## src/rtl/wmc_pkg.sv

```systemverilog
package wmc_pkg;
  typedef enum logic {
    ST_RUN  = 1'b0,
    ST_IDLE = 1'b1
  } wmc_state_e;
endpackage

```

## src/rtl/wmc_wake_arb.sv

```systemverilog
module wmc_wake_arb #(
  parameter int N_IRQ = 8
) (
  input  logic [N_IRQ-1:0] irq_req,
  input  logic [N_IRQ-1:0] irq_en,
  input  logic             brk_req,
  output logic             irq_wake,
  output logic             brk_wake
);
  logic [N_IRQ-1:0] line_hit;

  for (genvar gi = 0; gi < N_IRQ; gi++) begin : g_line
    assign line_hit[gi] = irq_req[gi] & irq_en[gi];
  end

  // break outranks interrupts
  assign brk_wake = brk_req;
  assign irq_wake = (|line_hit) & ~brk_req;
endmodule

```

## src/rtl/wmc_seq.sv

```systemverilog
module wmc_seq
  import wmc_pkg::*;
(
  input  logic clk,
  input  logic rst_n,
  input  logic wait_strobe,
  input  logic stop_strobe,
  input  logic irq_wake,
  input  logic brk_wake,
  output logic cpu_run,
  output logic imask_clr,
  output logic stack_go,
  output logic brk_evt
);
  wmc_state_e state_q, state_d;
  logic       imask_q, imask_d;
  logic       stack_q, stack_d;

  always_comb begin
    state_d = state_q;
    imask_d = 1'b0;
    stack_d = 1'b0;
    brk_evt = 1'b0;
    unique case (state_q)
      ST_RUN: begin
        if (wait_strobe || stop_strobe) imask_d = 1'b1;
        if (wait_strobe) begin
          if (brk_wake)      brk_evt = 1'b1;
          else if (irq_wake) stack_d = 1'b1;
          else               state_d = ST_IDLE;
        end
      end
      ST_IDLE: begin
        if (brk_wake) begin
          brk_evt = 1'b1;
          state_d = ST_RUN;
        end else if (irq_wake) begin
          stack_d = 1'b1;
          state_d = ST_RUN;
        end
      end
      default: state_d = ST_RUN;
    endcase
  end

  always_ff @(posedge clk or negedge rst_n) begin
    if (!rst_n) begin
      state_q <= ST_RUN;
      imask_q <= 1'b0;
      stack_q <= 1'b0;
    end else begin
      state_q <= state_d;
      imask_q <= imask_d;
      stack_q <= stack_d;
    end
  end

  assign cpu_run   = (state_q == ST_RUN);
  assign imask_clr = imask_q;
  assign stack_go  = stack_q;
endmodule

```

## src/rtl/wmc_brk_flag.sv

```systemverilog
module wmc_brk_flag (
  input  logic clk,
  input  logic rst_n,
  input  logic set_i,
  input  logic wr_i,
  input  logic wdata_i,
  output logic flag_o
);
  logic flag_q, flag_d;

  always_comb begin
    flag_d = flag_q;
    if (set_i)                 flag_d = 1'b1;
    else if (wr_i && !wdata_i) flag_d = 1'b0;
  end

  always_ff @(posedge clk or negedge rst_n) begin
    if (!rst_n) flag_q <= 1'b0;
    else        flag_q <= flag_d;
  end

  assign flag_o = flag_q;
endmodule

```

## src/rtl/wait_clk_ctrl.sv

```systemverilog
module wait_clk_ctrl #(
  parameter int N_IRQ = 8
) (
  input  logic             clk,
  input  logic             rst_n,
  input  logic             wait_strobe,
  input  logic             stop_strobe,
  input  logic [N_IRQ-1:0] irq_req,
  input  logic [N_IRQ-1:0] irq_en,
  input  logic             brk_req,
  input  logic             wdog_off_cfg,
  input  logic             flag_wr,
  input  logic             flag_wdata,
  output logic             cpu_clk_en,
  output logic             per_clk_en,
  output logic             imask_clr,
  output logic             stack_go,
  output logic             brk_wait_flag,
  output logic             wdog_run
);
  logic irq_wake;
  logic brk_wake;
  logic brk_evt;

  wmc_wake_arb #(.N_IRQ(N_IRQ)) u_arb (
    .irq_req  (irq_req),
    .irq_en   (irq_en),
    .brk_req  (brk_req),
    .irq_wake (irq_wake),
    .brk_wake (brk_wake)
  );

  wmc_seq u_seq (
    .clk         (clk),
    .rst_n       (rst_n),
    .wait_strobe (wait_strobe),
    .stop_strobe (stop_strobe),
    .irq_wake    (irq_wake),
    .brk_wake    (brk_wake),
    .cpu_run     (cpu_clk_en),
    .imask_clr   (imask_clr),
    .stack_go    (stack_go),
    .brk_evt     (brk_evt)
  );

  wmc_brk_flag u_flag (
    .clk     (clk),
    .rst_n   (rst_n),
    .set_i   (brk_evt),
    .wr_i    (flag_wr),
    .wdata_i (flag_wdata),
    .flag_o  (brk_wait_flag)
  );

  // peripherals are never gated by this block
  assign per_clk_en = 1'b1;
  assign wdog_run   = ~wdog_off_cfg;
endmodule

```

## config.mk

```make
export PLATFORM = sky130hd
export DESIGN_NAME = wait_clk_ctrl
export DESIGN_NICKNAME = d
export VERILOG_FILES = /design/src/rtl/wmc_pkg.sv /design/src/rtl/wmc_wake_arb.sv /design/src/rtl/wmc_seq.sv /design/src/rtl/wmc_brk_flag.sv /design/src/rtl/wait_clk_ctrl.sv
export SDC_FILE = /design/constraint.sdc
export NUM_CORES = 1
export LEC_CHECK = 0
export ABC_AREA = 1
export BUFFER_PORTS_ARGS = -buffer_cell sky130_fd_sc_hd__buf_2
export CAP_MARGIN = 20
export CORE_AREA = 2 2 39 41
export CTS_CLUSTER_DIAMETER = 60
export DETAILED_ROUTE_END_ITERATION = 16
export DIE_AREA = 0 0 41 43
export SYNTH_ARGS = -nofsm -noshare
export SYNTH_HDL_FRONTEND = slang
export SYNTH_SLANG_ARGS = --single-unit
```

## constraint.sdc

```tcl
create_clock -name clk -period 0.9 [get_ports clk]
set_input_delay 0.045 -clock clk [delete_from_list [all_inputs] [get_ports clk]]
set_output_delay 0.045 -clock clk [all_outputs]
set_load 0.01 [all_outputs]
```

-- Yosys cells after proc, flatten, opt, wreduce, memory -nomap -nowiden
Index checks and enable logic that the tools add are counted.
- flip-flop bits (word level): 4
- input port bits: 24
- word-level logic and storage cells: 36
- bitwise gates (word level): 12
- muxes and demuxes: 15
- reductions and logical operators: 5
- operator list (operator ; number):
    1-bit 2-to-1 mux ; 12
    1-bit AND ; 9
    8-bit OR reduction ; 1
    1-bit one-hot mux with 2 select lines ; 3
    1-bit inverter ; 3
    2-bit nonzero test ; 1
    1-bit logical AND ; 1
    1-bit logical NOT ; 1
    1-bit logical OR ; 1

-- Logic depth before layout (Yosys ltp)
- depth after elaboration: 7
- mapped depth: 5
- mapped depth without buffers: 5

-- Cells and area by module
From an unflattened synthesis, not the netlist that was laid out.
- cell total of the unflattened synthesis: 39
- area total of the unflattened synthesis: 242.7 µm²
- modules (own cells, without submodules) (module ; times used ; cells an instance ; seq. area each (µm²) ; area an instance (µm²)):
    wmc_seq ; 1 ; 14 ; 75.1 ; 118.9
    wmc_wake_arb ; 1 ; 16 ; 0.0 ; 65.1
    wmc_brk_flag ; 1 ; 6 ; 25.0 ; 43.8
    wait_clk_ctrl ; 1 ; 3 ; 0.0 ; 15.0

-- Worst setup path before layout
No wires, ideal clock.
- kind: reg2reg
- start: register u_seq.state_q
- end: register u_seq.state_q
- data arrival time: 580 ps
- slack: 197 ps
- stages on the path, launching flop included: 3
- clock period less this slack: 703 ps
- setup time: 122 ps
- required time: 778 ps
- cells stage by stage: dfrtp_1 > o21bai_1 > nor2_1
- word-level cells in the longest chain between the ends: 2
- ends and longest elaborated chain (element ; RTL line ; text):
    start: declaration ; wmc_seq.sv:15 ; wmc_state_e state_q, state_d;
    start signal: assignment ; wmc_seq.sv:52 ; state_q <= state_d;
    1-bit inverter ; wmc_seq.sv:24 ; unique case (state_q)
    1-bit one-hot mux with 2 select lines (*) ; wmc_seq.sv:24 ;
    via u_seq.state_d ; wmc_seq.sv:15 ;
Mark *: on every way through the listed nets, which the timed path passes. The rest lies on a longest branch.
A chain may end at the register's enable or synchronous reset.

-- Final worst setup path
- start: register u_seq.state_q
- end: output cpu_clk_en
- word-level cells in the longest chain between the ends: 1
- ends and longest elaborated chain (element ; RTL line ; text):
    1-bit inverter ; wmc_seq.sv:58 ; assign cpu_run = (state_q == ST_RUN);
    end: declaration ; wait_clk_ctrl.sv:14 ; output logic cpu_clk_en,
Every way passes these cells.

==> flow_summary.toml <==
[status]
status = "completed"

[placement]
hpwlAfterDp_um = 477
postPlaceCellArea_um2 = 374
port_buffers = 28
gp_congestion = 0.576

[floorplan]
die_w_um = 41
initial_core_util_pct = 16.0
dieArea_mm2 = 0.00176
core_mm2 = 0.00138
io-pin-count = 30
die_h_um = 43
num_rows = 14

[min_path]
hp-class = "in2reg"
min-delay-start = "stop_strobe"
holdPathEnd = "u_seq.imask_clr"
hold_depth = 3

[routing]
drt_first_iter_violations = 3
viasPerCell = 3.61
ant_nets = 0
drtPass1Iterations = 2
num_vias = 285
remaining_drc_errors = 0
wl_per_cell_um = 7.04
postRouteWirelength_um = 556

[power_and_ir_drop]
p_leak_uw = 0.000246
pwr-share-clk_pct = 41.4
p_switching_uw = 127
total_power_uw = 533
internal_power_uw = 405
ir_worst_vdd_uv = 395
switching_share_pct = 23.9
power_frac_comb_pct = 21.7
pwr-share-seq_pct = 36.9
power.density_mw_per_mm2 = 1310

[clocking]
post_cts_buffers = 0
worstSkewPairLatency_ps = 230
root_buffer = "clkbuf_4"
clk_pin_slew_ps = 40
cts_resized = 0
cts.sinks = 4
h-tree-depth = 1
cts_tree = "yes"
cts_buffers = 3
clock_tree.buffer_depth = 2

[grt]
grt_pass1_vias = 238
antenna_found_initial = 0
overflow = 0
grt_max_degree = 5
grt_usage_pct = 7.65
grt_pass1_wl_um = 793

[sta]
clock.fmax_ghz = 1.18
fin_crit_ps = 851
drv_slew = 0
hold_violations = 0
fin_setup_tns_ps = 0
min_period_over_period_pct = 94.5
rsz0062_at_grt = "no"
whs_ps = 28.2
skew_ps = 4.96
finalSetupViolations = 0

[critical_path]
startpoint_type = "register"
setup.worst_path.start = "u_seq.state_q"
path_max_fanout = 4
r2r-end = "u_seq.stack_go"
rrSetupSlack_ps = 120
crit_arrival_ps = 810
rr_startpoint = "u_seq.state_q"
rr_worst_depth = 2
required_ps = 850
crit_type = "reg2out"
critPathCaptureType = "output pin"

[layout]
final_net_count = 89
final_area_um2 = 407
final_common_cell = "buf_2"
antenna_cells = 0
area_growth_pct = 83.6
fill_cells = 152
regArea_um2 = 100
mostFrequentLayoutCells = "buf_2, nand2_1, dfrtp_1"
drive_gt1_share_pct = 52.4
utilization_pct = 29.4
multi_input_area_um2 = 103

[yosys]
syn_inst = 32
syn_avg_cell_area_um2 = 6.92
ys_types = 10
ys_seq_area_share_pct = 45.2
synth-warning-count = 0
synth-seq-cells = 4
syn_area_um2 = 221
synthesis.nets = 56

[flow_run]
maxCapViolCount = 0
==> layout make-up <==
type / count / share of cell area [%]
timing repair buffer: 29 / 36.9
inverter: 3 / 2.77
multi-input combinational: 24 / 25.2
tap: 16 / 4.92
clock buffer: 3 / 5.54
sequential: 4 / 24.6
==> cell families after synthesis <==
group / after synthesis / synth area share [%]
and+or+nand+nor: 19 / 34.5
AOI/OAI and AO/OA: 4 / 10.2
DFF: 4 / 45.2
buffers and inverters: 4 / 8.48
other: 1 / 1.69
==> cell usage after synthesis <==
library cell	instances	area share [%]
a21oi_1	1	2.3
nor2_1	3	5.1
o21ai_0	2	4.5
nand2_1	14	24
nor2_2	2	5.6
o21bai_1	1	3.4
dfrtp_1	4	45
conb_1	1	1.7
inv_1	3	5.1
buf_4	1	3.4
==> routing by layer <==
layer | vias up | part of all wire [%] | track usage, %
met5 | - | 0 | 0
met4 | 0 | 0 | 8.00
met3 | 0 | 20 | 6.28
met2 | 28 | 38 | 9.38
met1 | 100 | 42 | 7.14
li1 | 157 | - | -
==> critical path: stages (launching register included) <==
cell	delay [ps]
dfrtp_1	390
inv_1	60
buf_2	120
==> metrics by stage <==
step	setup WS (ps)	std cells
floorplan	197	32
global placement	171	75
detailed placement	128	75
CTS	34.9	79
global route	7.80	79
finish	49.5	79
==> how the worst max path moves through the flow <==
| stage | endpoint | slack, ps | cells after the start |
|---|---|---|---|
| 2_1_floorplan | u_seq.state_q | 200 | 2 |
| 3_3_place_gp | u_seq.state_q | 170 | 2 |
| 3_5_place_dp | u_seq.state_q | 130 | 2 |
| 4_1_cts | cpu_clk_en | 30 | 2 |
| 5_1_grt | cpu_clk_en | 8 | 2 |
| 6_report | cpu_clk_en | 50 | 2 |
==> registers in the layout (all words and copies together) (netlist names) <==
signal,flops
u_flag.flag_o,1
u_seq.stack_go,1
u_seq.imask_clr,1
u_seq.state_q,1
==> power by group through the flow <==
stage                     Sequential [uW]  Clock (uW)  Combinational (uW)
after floorplan                       205           0                42.2
after global placement                199           0                 113
after detailed placement              199           0                 114
after CTS                             197         232                 118
after global routing                  198         245                 133
final                                 197         220                 116
==> timing repair <==
item / CTS / global route
endpoints found under the hold margin: 4 / 0
hold buffers: 1 / 0
endpoints found under the setup margin: 0 / 0
(Power assumes the default switching activity.)
